===== config.mk =====
export PLATFORM = sky130hd
export DESIGN_NAME = ivctx_guard
export DESIGN_NICKNAME = d
export VERILOG_FILES = /design/src/rtl/ivg_pkg.sv /design/src/rtl/ivctx_store.sv /design/src/rtl/ivctx_police.sv /design/src/rtl/ivctx_status.sv /design/src/rtl/ivctx_guard.sv
export SDC_FILE = /design/constraint.sdc
export NUM_CORES = 1
export LEC_CHECK = 0
export ABC_AREA = 1
export BUFFER_PORTS_ARGS = -buffer_cell sky130_fd_sc_hd__buf_2
export CAP_MARGIN = 0
export CORE_ASPECT_RATIO = 0.9
export CORE_MARGIN = 4
export CORE_UTILIZATION = 30
export DETAILED_ROUTE_END_ITERATION = 6
export PLACE_DENSITY = 0.55
export SYNTH_ARGS = -nofsm -noshare
export SYNTH_HDL_FRONTEND = slang
export SYNTH_SLANG_ARGS = --single-unit

===== constraint.sdc =====
create_clock -name clk -period 1.9 [get_ports clk]
set_input_delay 0.19 -clock clk [delete_from_list [all_inputs] [get_ports clk]]
set_output_delay 0.19 -clock clk [all_outputs]
set_load 0.01 [all_outputs]

===== src/rtl/ivg_pkg.sv =====
package ivg_pkg;

    parameter int HALF_W = 64;

    typedef enum logic {
        HALF_LO = 1'b0,
        HALF_HI = 1'b1
    } half_sel_e;

    typedef struct packed {
        logic ctx;
        logic early;
    } err_flags_t;

endpackage


===== src/rtl/ivctx_store.sv =====
module ivctx_store #(
    parameter int HALF_W = ivg_pkg::HALF_W,
    localparam int IV_W  = 2 * HALF_W
) (
    input  logic              clk,
    input  logic              rst,
    input  logic              wr_ok,
    input  logic              wr_sel,
    input  logic [HALF_W-1:0] wr_data,
    input  logic              chain_ld,
    input  logic [IV_W-1:0]   chain_in,
    output logic [IV_W-1:0]   iv_q
);

    for (genvar h = 0; h < 2; h++) begin : g_half
        always_ff @(posedge clk) begin
            if (rst) begin
                iv_q[h*HALF_W +: HALF_W] <= '0;
            end else if (chain_ld) begin
                iv_q[h*HALF_W +: HALF_W] <= chain_in[h*HALF_W +: HALF_W];
            end else if (wr_ok && (wr_sel == 1'(h))) begin
                iv_q[h*HALF_W +: HALF_W] <= wr_data;
            end
        end
    end

    AST_CHAIN_LOAD: assert property (@(posedge clk) disable iff (rst)
        chain_ld |=> iv_q == $past(chain_in));

endmodule


===== src/rtl/ivctx_police.sv =====
module ivctx_police #(
    parameter int HALF_W = ivg_pkg::HALF_W,
    localparam int IV_W  = 2 * HALF_W
) (
    input  logic                clk,
    input  logic                rst,
    input  logic                we,
    input  logic                re,
    input  logic                sel,
    input  logic                cbc_en,
    input  logic                busy,
    input  logic                done_stat,
    input  logic                err_clr,
    input  logic [IV_W-1:0]     iv_q,
    output logic                wr_ok,
    output logic [HALF_W-1:0]   rdata,
    output ivg_pkg::err_flags_t flags
);
    import ivg_pkg::*;

    logic rd_ok;
    logic wr_bad;
    logic rd_bad;

    always_comb begin
        wr_ok  = we && cbc_en && !busy;
        wr_bad = we && !wr_ok;
        rd_ok  = re && done_stat;
        rd_bad = re && !done_stat;
    end

    always_ff @(posedge clk) begin
        if (rst) begin
            rdata <= '0;
        end else if (re) begin
            if (!rd_ok) begin
                rdata <= '0;
            end else if (half_sel_e'(sel) == HALF_HI) begin
                rdata <= iv_q[IV_W-1:HALF_W];
            end else begin
                rdata <= iv_q[HALF_W-1:0];
            end
        end
    end

    always_ff @(posedge clk) begin
        if (rst) begin
            flags <= '0;
        end else begin
            flags.ctx   <= (flags.ctx   && !err_clr) || wr_bad;
            flags.early <= (flags.early && !err_clr) || rd_bad;
        end
    end

    AST_CTX_ERR_RAISE: assert property (@(posedge clk) disable iff (rst)
        (we && (busy || !cbc_en)) |=> flags.ctx);

    AST_EARLY_READ_ZERO: assert property (@(posedge clk) disable iff (rst)
        (re && !done_stat) |=> (flags.early && rdata == '0));

    AST_CTX_STICKY: assert property (@(posedge clk) disable iff (rst)
        (flags.ctx && !err_clr) |=> flags.ctx);

    AST_EARLY_STICKY: assert property (@(posedge clk) disable iff (rst)
        (flags.early && !err_clr) |=> flags.early);

    AST_RDATA_HOLD: assert property (@(posedge clk) disable iff (rst)
        !re |=> $stable(rdata));

endmodule


===== src/rtl/ivctx_status.sv =====
module ivctx_status (
    input  logic clk,
    input  logic rst,
    input  logic msg_start,
    input  logic msg_done,
    output logic done_stat
);

    always_ff @(posedge clk) begin
        if (rst) begin
            done_stat <= 1'b0;
        end else if (msg_start) begin
            done_stat <= 1'b0;
        end else if (msg_done) begin
            done_stat <= 1'b1;
        end
    end

    AST_DONE_CLEAR_ON_START: assert property (@(posedge clk) disable iff (rst)
        msg_start |=> !done_stat);

    AST_DONE_SET: assert property (@(posedge clk) disable iff (rst)
        (msg_done && !msg_start) |=> done_stat);

endmodule


===== src/rtl/ivctx_guard.sv =====
module ivctx_guard #(
    parameter int HALF_W = ivg_pkg::HALF_W,
    localparam int IV_W  = 2 * HALF_W
) (
    input  logic              clk,
    input  logic              rst,
    input  logic              host_we,
    input  logic              host_re,
    input  logic              host_sel,
    input  logic [HALF_W-1:0] host_wdata,
    input  logic              cbc_en,
    input  logic              msg_start,
    input  logic              busy,
    input  logic              blk_done,
    input  logic [IV_W-1:0]   chain_in,
    input  logic              msg_done,
    input  logic              err_clr,
    output logic [IV_W-1:0]   iv_out,
    output logic [HALF_W-1:0] host_rdata,
    output logic              done_stat,
    output logic              ctx_err,
    output logic              early_err
);
    import ivg_pkg::*;

    logic       wr_ok;
    logic       chain_ld;
    err_flags_t flags;

    assign chain_ld = blk_done && busy;

    ivctx_status status_i (
        .clk       (clk),
        .rst       (rst),
        .msg_start (msg_start),
        .msg_done  (msg_done),
        .done_stat (done_stat)
    );

    ivctx_police #(.HALF_W(HALF_W)) police_i (
        .clk       (clk),
        .rst       (rst),
        .we        (host_we),
        .re        (host_re),
        .sel       (host_sel),
        .cbc_en    (cbc_en),
        .busy      (busy),
        .done_stat (done_stat),
        .err_clr   (err_clr),
        .iv_q      (iv_out),
        .wr_ok     (wr_ok),
        .rdata     (host_rdata),
        .flags     (flags)
    );

    ivctx_store #(.HALF_W(HALF_W)) store_i (
        .clk      (clk),
        .rst      (rst),
        .wr_ok    (wr_ok),
        .wr_sel   (host_sel),
        .wr_data  (host_wdata),
        .chain_ld (chain_ld),
        .chain_in (chain_in),
        .iv_q     (iv_out)
    );

    assign ctx_err   = flags.ctx;
    assign early_err = flags.early;

    AST_REJECT_KEEPS_IV: assert property (@(posedge clk) disable iff (rst)
        (host_we && (busy || !cbc_en) && !(blk_done && busy)) |=> $stable(iv_out));

    AST_IDLE_BLK_IGNORED: assert property (@(posedge clk) disable iff (rst)
        (blk_done && !busy && !host_we) |=> $stable(iv_out));

endmodule


# Word level (Yosys, flattened, before mapping)
# Index checks and enable logic that the tools add are counted.
[totals]
register_bits = 195
in_bits = 203
word_cells = 32
[classes]
muxes = 6
n_bitwise = 1
n_reduce_logical = 19
[op_table]
columns = ["cell", "n"]
rows = [
  ["2-to-1 mux 64 bit", 6],
  ["logical AND 1 bit", 10],
  ["logical NOT 1 bit", 4],
  ["nonzero test 2 bit", 2],
  ["logical OR 1 bit", 2],
  ["OR reduction 2 bit", 1],
  ["NOT 1 bit", 1],
]

# Logic depth before layout (Yosys ltp)
# Gate-level depths: netlist (run 1).
[logic_depth]
word_depth = 5
ltp_mapped = 8
depth_no_buf = 6

# Hierarchy
# From an unflattened synthesis (run 1), not the netlist that was laid out.
[hier_totals]
cells_unflattened = 1610
area_unflattened_um2 = 9870.7
[by_module_without_submodules]
columns = ["module", "instances", "cells_per_inst", "area_per_inst_um2"]
rows = [
  ["ivctx_store", 1, 1106, 6741.5],
  ["ivctx_police", 1, 496, 3083.0],
  ["ivctx_status", 1, 6, 38.8],
  ["ivctx_guard", 1, 2, 7.5],
]

# Worst setup path after synthesis (run 1)
# Ideal clock, no wire load.
[synth_timing]
kind = "reg-to-reg"
start = "register status_i.done_stat"
end = "register police_i.rdata[53]"
setup_time_ps = 70
arrival_ps = 1047
slack_ps = 782
stages_incl_launch_ff = 6
period_less_slack_ps = 1118
path_cell_list = "dfxtp_1 nand2_1 clkbuf_1 a21oi_1 o21ai_0 a21oi_1"
[synth_via]
elab_chain_cells = 2
[synth_rtl]
columns = ["item", "line_no", "rtl"]
rows = [
  ["start, declared", "ivctx_status.sv:6", "output logic done_stat"],
  ["start signal, assigned", "ivctx_status.sv:11", "done_stat <= 1'b0;"],
  ["start signal, assigned", "ivctx_status.sv:13", "done_stat <= 1'b0;"],
  ["start signal, assigned", "ivctx_status.sv:15", "done_stat <= 1'b1;"],
  ["logical AND 1 bit", "ivctx_police.sv:28", "rd_ok = re && done_stat;"],
  ["2-to-1 mux 64 bit", "ivctx_police.sv:36", "if (!rd_ok) begin"],
  ["end signal, assigned", "ivctx_police.sv:39", "rdata <= iv_q[IV_W-1:HALF_W];"],
  ["end signal, assigned", "ivctx_police.sv:41", "rdata <= iv_q[HALF_W-1:0];"],
  ["end, declared", "ivctx_police.sv:16", "output logic [HALF_W-1:0] rdata,"],
]
# Every way passes these cells.
# A chain may end at the register's enable or synchronous reset.

# Worst setup path in the final report (run 1)
[layout_timing]
start = "input port rst"
end = "register status_i.done_stat"
[layout_via]
elab_chain_cells = 1
[layout_rtl]
columns = ["item", "line_no", "rtl"]
rows = [
  ["start, declared", "ivctx_guard.sv:6", "input logic rst,"],
  ["OR reduction 2 bit (no line)", "-", ""],
]
# Every way passes these cells.

==> results.py, run 1 <==
metrics = {
    "synthesis": {
        "syn_area_um2": 10100,
        "synth.ff_latch_count": 195,
        "netlist_instances": 1571,
        "syn_avg_cell_area_um2": 6.45,
        "yosysWarnings": 0,
        "syn-num-nets": 1774,
        "seq_area_frac_synth": 0.385,
        "synth.distinct_cells": 20,
    },
    "setup_path": {
        "setup.worst_path.end_class": "register",
        "timing_worst_setup_path_type": "input pin to register",
        "cp_data_required_time_ps": 2230,
        "ff2ff_setup_slack_ps": 560,
        "timing.rr.start": "status_i.done_stat",
        "path_max_fanout": 67,
        "worst_path_arrival_ps": 1720,
        "endpoint_of_the_worst_register_to_register_path": "police_i.rdata[61]",
        "critical_path.startpoint_type": "input pin",
        "r2r.worst_path.cells": 5,
    },
    "timing": {
        "finClkSkew_ps": 14.4,
        "final.min_clock_period_ps": 1390,
        "setup-tns-final_ps": 0,
        "worst_slew_margin_rel": 0.379,
        "clock.fmax_mhz": 720,
        "maxSlewViolCount": 0,
        "grt_setup_unrepaired": "false",
        "fin_worst_hold_slack_ps": 68.4,
        "hold_violations": 0,
        "finalSetupViolations": 0,
        "tightest_slew_ps": 931,
        "timing.final.crit_share": 0.731,
    },
    "job": {
        "maxCapViolations": 0,
    },
    "routing": {
        "drt-wirelength-per-cell_um": 16.8,
        "avgViaCountPerCell": 4.89,
        "top_layer": "met5",
        "met3RoutedLength_um": 3170,
        "antenna_left": 0,
        "drt-total-wl_um": 39000,
        "metal2_wl_um": 17900,
        "detail_route.iter0.violations": 659,
        "via_count": 11300,
        "m1WireLength_um": 17100,
        "detail_route.drc_violations": 0,
        "drt_pass1_iterations": 5,
    },
    "floorplanning": {
        "dieArea_um2": 36800,
        "die_width_um": 202,
        "top_level_ports": 398,
        "fp-row-count": 63,
        "dieHeight_um": 182,
        "core_area_um2": 33100,
        "initial_core_util": 0.306,
    },
    "cells_and_area": {
        "layout_common_cells": "sky130_fd_sc_hd__buf_2, sky130_fd_sc_hd__nand2_1, sky130_fd_sc_hd__nand3_1, sky130_fd_sc_hd__a21oi_1, sky130_fd_sc_hd__dfxtp_1",
        "n_fill_cell": 3621,
        "layout.cells.most_common": "sky130_fd_sc_hd__buf_2",
        "design.final.nets": 2090,
        "finalCoreUtilization": 0.392,
        "num_antenna_cells": 0,
        "final_cell_area_um2": 13000,
        "area_of_the_multi_input_gates_um2": 4950,
        "final-seq-area_um2": 3900,
        "area_growth_pct": 28.1,
        "drive_above_1_share": 0.254,
    },
    "grt": {
        "antenna_found_initial": 4,
        "first_global_vias": 10600,
        "maximum_number_of_pins_on_one_net_before_global_route_repair": 93,
        "groute.usage.overall": 0.201,
        "grt_overflow": 0,
        "grt_pass1_wl_um": 59600,
    },
    "hold_path": {
        "hold_end": "police_i.flags[0]",
        "holdPathStages": 4,
        "min_path_type": "input pin to register",
        "min_from": "err_clr",
    },
    "power_and_ir_drop": {
        "p_per_area_nw_per_um2": 796,
        "vdd.ir_drop.worst_mv": 0.610,
        "leakagePower_nw": 6.82,
    },
    "status": {
        "run_status": "complete, no violations",
    },
    "clocking": {
        "cts_made_buffers": 17,
        "tritoncts_num_sinks": 195,
        "htree_levels": 4,
        "cts_tree": "done",
        "cts_root_buffer": "sky130_fd_sc_hd__clkbuf_16",
        "ctsResizeCount": 0,
        "clock_latency_ps": 450,
        "clkSlewWorstSetupHoldPaths_ps": 70,
        "clockBufferDepth": 2,
    },
    "placed_design": {
        "placedInstanceArea_um2": 12400,
        "dp_hpwl_um": 27400,
        "placement.io_buffers": 397,
        "place_congestion": 0.912,
    },
}
-- timing repair --
| item | 4_1_cts | 5_1_grt |
|---|---|---|
| buffers inserted | 0 | 0 |
| hold endpoints to repair | 1 | 0 |
| hold buffers | 2 | 0 |
-- layer usage --
layer	GRT usage	vias up
met3	0.0597	48
met4	0.0544	8
met5	0	-
met2	0.326	446
li1	-	5691
met1	0.261	5146
-- cell usage after synthesis --
library cell,instances,area [um2]
sky130_fd_sc_hd__nand2_2,2,12.5
sky130_fd_sc_hd__clkbuf_1,24,90.1
sky130_fd_sc_hd__buf_1,4,15.0
sky130_fd_sc_hd__buf_6,18,203
sky130_fd_sc_hd__or2_2,1,6.26
sky130_fd_sc_hd__nand3_1,256,1280
sky130_fd_sc_hd__nor3_1,1,5.00
sky130_fd_sc_hd__buf_2,85,425
sky130_fd_sc_hd__nor2_4,1,11.3
sky130_fd_sc_hd__inv_1,133,499
sky130_fd_sc_hd__nand2_4,1,11.3
sky130_fd_sc_hd__clkbuf_4,1,7.51
sky130_fd_sc_hd__o21ai_0,62,310
sky130_fd_sc_hd__o211ai_1,3,22.5
sky130_fd_sc_hd__a21oi_1,245,1230
sky130_fd_sc_hd__nor2_1,129,484
sky130_fd_sc_hd__nand2_1,391,1470
sky130_fd_sc_hd__dfxtp_1,195,3900
sky130_fd_sc_hd__a21oi_2,10,87.6
sky130_fd_sc_hd__buf_4,9,67.6
-- power breakdown --
part | total (mW) | switching [mW] | internal, mW
Clock | 3.86 | 1.71 | 2.15
Combinational | 1.97 | 1.21 | 0.763
Sequential | 4.51 | 0.172 | 4.33
Total | 10.3 | 3.09 | 7.25
-- how the worst max path moves through the flow --
stage	startpoint	endpoint	cells past startpoint
global placement	busy	store_i.iv_q[94]	7
finish	rst	status_i.done_stat	4
global route	rst	status_i.done_stat	4
CTS	rst	status_i.done_stat	4
floorplan	status_i.done_stat	police_i.rdata[53]	5
detailed placement	busy	store_i.iv_q[94]	7
-- kinds of logic after synthesis --
| group | synth area share |
|---|---|
| and+or+nand+nor | 0.323 |
| AOI/OAI and AO/OA | 0.162 |
| buffers and inverters | 0.129 |
| DFF | 0.385 |
-- through the flow --
stage	instances	power, mW	worst slack [ps]
after floorplan	1571	5.74	782
after global placement	2288	6.56	420
after detailed placement	2288	6.58	398
after CTS	2321	10.5	537
after global routing	2321	10.9	439
final	2321	10.3	510
-- state kept, by name, summed over array words and instances (netlist names) --
| register | count |
|---|---|
| store_i.iv_q | 128 |
| police_i.rdata | 64 |
| police_i.flags | 2 |
| status_i.done_stat | 1 |
-- final cells by class --
class / count / area share
tap: 422 / 0.0407
clock buffer: 21 / 0.0355
clock inverter: 10 / 0.0113
multi-input combinational: 1102 / 0.381
inverter: 133 / 0.0386
sequential: 195 / 0.301
timing repair buffer: 438 / 0.192
-- critical path: stages --
cell,delay (ps)
sky130_fd_sc_hd__buf_4,100
sky130_fd_sc_hd__buf_4,710
sky130_fd_sc_hd__nor3_1,100
sky130_fd_sc_hd__dlygate4sd3_1,590
Note: power is estimated with default switching activity, not from simulation.
==> inputs of run 2 (changes only) <==
--- a/config.mk
+++ b/config.mk
@@ -12,7 +12,7 @@
 export CORE_MARGIN = 4
 export CORE_UTILIZATION = 30
 export DETAILED_ROUTE_END_ITERATION = 6
-export PLACE_DENSITY = 0.55
+export PLACE_DENSITY = 0.57
 export SYNTH_ARGS = -nofsm -noshare
 export SYNTH_HDL_FRONTEND = slang
 export SYNTH_SLANG_ARGS = --single-unit
==> constraint.sdc (replaced) <==
create_clock -name clk -period 1.2 [get_ports clk]
set_input_delay 0.12 -clock clk [delete_from_list [all_inputs] [get_ports clk]]
set_output_delay 0.12 -clock clk [all_outputs]
set_load 0.01 [all_outputs]
==> results.py, run 2 (synthesis results as in run 1) <==
metrics = {
    "setup_path": {
        "critical_path.n_buffers_inverters": 1,
        "worst_path_arrival_ps": 1040,
        "timing.critical_path.cells": "buf_2",
        "slowest_stage": "sky130_fd_sc_hd__dfxtp_1",
        "endpoint_of_the_worst_register_to_register_path": "police_i.rdata[56]",
        "cp_data_required_time_ps": 1080,
        "cp.depth": 1,
        "ff2ff_setup_slack_ps": 80,
        "critical-path-max-stage-delay_ps": 410,
        "critical_path.startpoint_type": "register",
        "timing_worst_setup_path_type": "register to output port",
        "timing.rr.start": "status_i.done_stat",
        "setup.worst_path.end": "host_rdata[60]",
        "cp_top_family": "flip-flops",
        "r2r.worst_path.cells": 5,
        "path_max_fanout": 2,
        "setup.worst_path.end_class": "output port",
        "crit_path_start": "police_i.rdata[60]",
    },
    "power_and_ir_drop": {
        "leakagePower_nw": 7.18,
        "vdd.ir_drop.worst_mv": 0.945,
        "p_per_area_nw_per_um2": 1200,
    },
    "cells_and_area": {
        "biggestRegsByFlops": "store_i.iv_q (128), police_i.rdata (64), police_i.flags (2)",
        "final_cell_area_um2": 13800,
        "design.final.nets": 2164,
        "largest_reg_flops": 128,
        "n_fill_cell": 3504,
        "top_register": "store_i.iv_q",
        "drive_above_1_share": 0.256,
        "layout_common_cells": "sky130_fd_sc_hd__buf_2, sky130_fd_sc_hd__nand2_1, sky130_fd_sc_hd__nand3_1, sky130_fd_sc_hd__a21oi_1, sky130_fd_sc_hd__dfxtp_1",
        "layout.cells.most_common": "sky130_fd_sc_hd__buf_2",
        "area_growth_pct": 36.2,
    },
    "timing": {
        "clock.fmax_mhz": 864,
        "timing.final.crit_share": 0.964,
        "finClkSkew_ps": 11.2,
        "fin_worst_hold_slack_ps": 20.9,
        "grt_setup_unrepaired": "false",
        "worst_slew_margin_rel": 0.543,
        "hold_violations": 0,
        "maxSlewViolCount": 0,
        "tightest_slew_ps": 686,
        "final.min_clock_period_ps": 1160,
        "finalSetupViolations": 0,
    },
    "grt": {
        "grt_pass1_wl_um": 61000,
        "groute.usage.overall": 0.203,
        "grt_overflow": 0,
        "first_global_vias": 11100,
        "maximum_number_of_pins_on_one_net_before_global_route_repair": 61,
        "antenna_found_initial": 2,
    },
    "routing": {
        "via_count": 11800,
        "antenna_left": 0,
        "detail_route.drc_violations": 0,
        "detail_route.iter0.violations": 537,
        "drt-wirelength-per-cell_um": 16.3,
        "avgViaCountPerCell": 4.92,
        "drt-total-wl_um": 39000,
        "drt_pass1_iterations": 5,
    },
    "clocking": {
        "clockBufferDepth": 2,
        "cts_made_buffers": 17,
        "cts_root_buffer": "sky130_fd_sc_hd__clkbuf_16",
        "htree_levels": 4,
        "clkSlewWorstSetupHoldPaths_ps": 80,
        "post_cts_buffers": 0,
        "cts_tree": "done",
        "clock_latency_ps": 450,
        "tritoncts_num_sinks": 195,
    },
    "floorplanning": {
        "dieArea_um2": 36800,
        "initial_core_util": 0.306,
        "fp-row-count": 63,
        "dieHeight_um": 182,
        "top_level_ports": 398,
        "die_width_um": 202,
        "core_area_um2": 33100,
    },
    "placed_design": {
        "placedInstanceArea_um2": 12600,
        "place_congestion": 0.850,
        "placement.io_buffers": 397,
        "dp_hpwl_um": 28100,
    },
    "hold_path": {
        "min_path_type": "input pin to register",
    },
    "status": {
        "run_status": "complete, no violations",
    },
    "job": {
        "maxCapViolations": 0,
    },
}
## run 2: cell types whose count changed in the layout (fill, tap and decap cells not counted), moves of 2 or more
cell	previous run	this run
sky130_fd_sc_hd__clkinvlp_4	1	3
sky130_fd_sc_hd__inv_6	3	5
sky130_fd_sc_hd__dlygate4sd3_1	2	58
sky130_fd_sc_hd__inv_8	0	2
sky130_fd_sc_hd__clkbuf_1	2	0
sky130_fd_sc_hd__diode_2	0	2
sky130_fd_sc_hd__buf_4	28	37
sky130_fd_sc_hd__buf_12	15	24
## run 2: per-stage QoR
step	TNS [ps]	setup slack (ps)	util	instances	total power, mW
floorplan	0	82.3	-	1571	9.09
finish	0	42.7	0.417	2398	16.5
global route	0	6.46	0.417	2397	17.4
CTS	0	6.14	0.417	2396	16.7
global placement	-7290	-139	0.381	2306	10.5
detailed placement	-8160	-184	0.381	2306	10.5
## run 2: power by group
| group | total, mW | internal, mW | leakage (nW) | switching (mW) |
|---|---|---|---|---|
| logic | 3.35 | 1.40 | 5.29 | 1.95 |
| clock network | 6.05 | 3.20 | 0.288 | 2.85 |
| registers | 7.13 | 6.86 | 1.60 | 0.272 |
| total | 16.5 | 11.5 | 7.18 | 5.07 |
## run 2: routing by layer
layer	global-route usage	routed length (um)
met5	0	13
met4	0.0555	825
met3	0.0547	2930
met2	0.341	18300
met1	0.259	16900
## run 2: area by class of cell
class | instances | area (um2) | area share
clock buffers | 18 | 439 | 0.0318
clock inverters | 14 | 166 | 0.0121
flip-flops and latches | 195 | 3910 | 0.283
multi-input cells | 1102 | 4950 | 0.358
inverters | 133 | 502 | 0.0363
diodes | 2 | 5.00 | 0.000363
repair buffers | 512 | 3310 | 0.240
well taps | 422 | 528 | 0.0382
## run 2: how the worst min path moves through the flow
stage	endpoint	from	cells after the start	slack, ps
finish	store_i.iv_q[34]	host_wdata[34]	5	20
CTS	store_i.iv_q[106]	chain_in[106]	5	0.4
detailed placement	status_i.done_stat	msg_start	2	320
global route	store_i.iv_q[49]	chain_in[49]	5	20
global placement	status_i.done_stat	msg_start	2	320
floorplan	status_i.done_stat	msg_start	1	200
## run 2: worst reg2reg max path, delay by kind of cell, from the launching register on
family          cells  cell delay, ps
flops               1             330
simple gates        1              90
compound gates      3             460
buf+inv             1             180
## run 2: what timing repair did
item / in CTS / in global routing
hold endpoints to repair: 44 / 0
gates resized for setup: 0 / 2
endpoints found under the setup margin: 0 / 4
hold buffers: 58 / 0
==> inputs of run 3 (changes only) <==
--- a/config.mk
+++ b/config.mk
@@ -12,7 +12,9 @@
 export CORE_MARGIN = 4
 export CORE_UTILIZATION = 30
 export DETAILED_ROUTE_END_ITERATION = 6
-export PLACE_DENSITY = 0.57
+export GPL_TIMING_DRIVEN = 0
+export PLACE_DENSITY = 0.62
+export REMOVE_ABC_BUFFERS = 1
 export SYNTH_ARGS = -nofsm -noshare
 export SYNTH_HDL_FRONTEND = slang
 export SYNTH_SLANG_ARGS = --single-unit
==> results.py, run 3 (synthesis results as in run 1) <==
metrics = {
    "cells_and_area": {
        "biggestRegsByFlops": "store_i.iv_q (128), police_i.rdata (64), police_i.flags (2)",
        "top_register": "store_i.iv_q",
        "design.final.nets": 2147,
        "finalCoreUtilization": 0.428,
        "n_fill_cell": 3421,
        "num_antenna_cells": 0,
        "largest_reg_flops": 128,
        "final_cell_area_um2": 14200,
        "layout.cells.most_common": "sky130_fd_sc_hd__buf_2",
        "area_of_the_multi_input_gates_um2": 5390,
        "area_growth_pct": 39.9,
        "drive_above_1_share": 0.272,
        "layout_common_cells": "sky130_fd_sc_hd__buf_2, sky130_fd_sc_hd__nand2_1, sky130_fd_sc_hd__nand3_1, sky130_fd_sc_hd__a21oi_1, sky130_fd_sc_hd__dfxtp_1",
        "final-seq-area_um2": 3910,
    },
    "timing": {
        "grt_setup_unrepaired": "true",
        "tightest_slew_ps": 643,
        "finalSetupViolations": 14,
        "final.min_clock_period_ps": 1210,
        "clock.fmax_mhz": 824,
        "maxSlewViolCount": 0,
        "worst_slew_margin_rel": 0.571,
        "postLayoutSetupSlackWorst_ps": -13.6,
        "finClkSkew_ps": 12.6,
        "hold_violations": 0,
        "timing.final.crit_share": 1.01,
    },
    "placed_design": {
        "placement.io_buffers": 397,
        "post-place-ws_ps": -1260,
        "place_congestion": 0.820,
        "placedInstanceArea_um2": 12100,
        "dp_hpwl_um": 22700,
    },
    "floorplanning": {
        "top_level_ports": 398,
        "initial_core_util": 0.306,
        "core_area_um2": 33100,
        "fp-row-count": 63,
        "die_width_um": 202,
        "dieArea_um2": 36800,
        "dieHeight_um": 182,
    },
    "power_and_ir_drop": {
        "vdd.ir_drop.worst_mv": 0.937,
        "power_mw": 16.8,
        "leakagePower_nw": 7.17,
        "p_per_area_nw_per_um2": 1190,
    },
    "routing": {
        "avgViaCountPerCell": 5.00,
        "detail_route.iter0.violations": 777,
        "drt-total-wl_um": 45000,
        "antenna_left": 0,
        "detail_route.drc_violations": 0,
        "drt_pass1_iterations": 5,
        "drt-wirelength-per-cell_um": 18.9,
        "via_count": 11900,
    },
    "grt": {
        "antenna_found_initial": 0,
        "groute.usage.overall": 0.209,
        "grt_overflow": 0,
        "first_global_vias": 11000,
        "maximum_number_of_pins_on_one_net_before_global_route_repair": 79,
        "grt_pass1_wl_um": 61900,
    },
    "hold_path": {
        "min_path_type": "input pin to register",
        "min_from": "chain_in[58]",
    },
    "setup_path": {
        "cp_data_required_time_ps": 1080,
        "crit_path_start": "status_i.done_stat",
        "path_max_fanout": 5,
        "timing.rr.start": "status_i.done_stat",
        "critical_path.startpoint_type": "register",
        "worst_path_arrival_ps": 1090,
        "timing_worst_setup_path_type": "register to output port",
        "setup.worst_path.end_class": "output port",
        "timing.critical_path.cells": "buf_12 > buf_6",
        "critical-path-max-stage-delay_ps": 380,
        "slowest_stage": "sky130_fd_sc_hd__dfxtp_4",
    },
    "clocking": {
        "cts_tree": "done",
        "clockBufferDepth": 2,
        "clkSlewWorstSetupHoldPaths_ps": 80,
        "cts_made_buffers": 17,
        "clock_latency_ps": 440,
        "cts_root_buffer": "sky130_fd_sc_hd__clkbuf_16",
        "tritoncts_num_sinks": 195,
        "htree_levels": 4,
    },
    "status": {
        "run_status": "complete, but fails checks",
        "violations": "setup timing",
    },
    "job": {
        "maxCapViolations": 0,
    },
}
## run 3: cell count changes in the layout (fill, tap and decap cells not counted), moves of 19 or more
cell                      before  now
sky130_fd_sc_hd__o21ai_1       0   20
sky130_fd_sc_hd__o21ai_0      62   42
sky130_fd_sc_hd__a21oi_1     245  206
sky130_fd_sc_hd__a21oi_2      10   48
sky130_fd_sc_hd__buf_4        37    9
sky130_fd_sc_hd__buf_12       24    5
## run 3: per-stage QoR
step | hold slack, ps | setup TNS [ps] | instances
after detailed placement | 286 | -162120 | 2257
after global placement | 288 | -673900 | 2249
after floorplan | 189 | -170920 | 1430
after global routing | 6.17 | -960 | 2379
after CTS | -154 | -139 | 2359
final | 21.0 | -90.6 | 2379
## run 3: power breakdown
| group | total, mW | switching [mW] | leakage [nW] | internal, mW |
|---|---|---|---|---|
| sequential | 7.10 | 0.243 | 1.60 | 6.86 |
| clock | 6.11 | 2.87 | 0.304 | 3.25 |
| combinational | 3.61 | 2.18 | 5.26 | 1.43 |
## run 3: what timing repair did
| item | CTS | global route |
|---|---|---|
| endpoints found under the setup margin | 192 | 191 |
| hold endpoints to repair | 44 | 1 |
| setup buffers | 5 | 8 |
| resized for setup | 23 | 76 |
| pin swaps | 3 | 16 |
| cloned | 11 | 11 |
| hold buffers | 54 | 1 |
## run 3: layout make-up
type | instances | share of cell area
multi-input cells | 1116 | 0.380
clock inverters | 14 | 0.0131
well taps | 422 | 0.0372
inverters | 133 | 0.0364
flip-flops and latches | 195 | 0.276
repair buffers | 481 | 0.227
clock buffers | 18 | 0.0310
## run 3: final timing paths
path / to / slack, ps / cells after the start
worst min register to register: police_i.rdata[11] / 460 / 2
worst min-delay path: store_i.iv_q[58] / 20 / 5
worst max-delay path: done_stat / -10 / 2
worst max register to register: police_i.rdata[9] / 0 / 5
## run 3: critical path, delay by kind of cell, from the launching register on
family | cells | cell delay [ps]
buf+inv | 2 | 270
flops | 1 | 380
## run 3: metal layers
metal / track usage / vias up / share of wire
met3: 0.0544 / 51 / 0.077
met2: 0.360 / 481 / 0.47
met5: 0 / - / 0
met1: 0.260 / 5526 / 0.43
met4: 0.0582 / 0 / 0.022
li1: - / 5837 / -
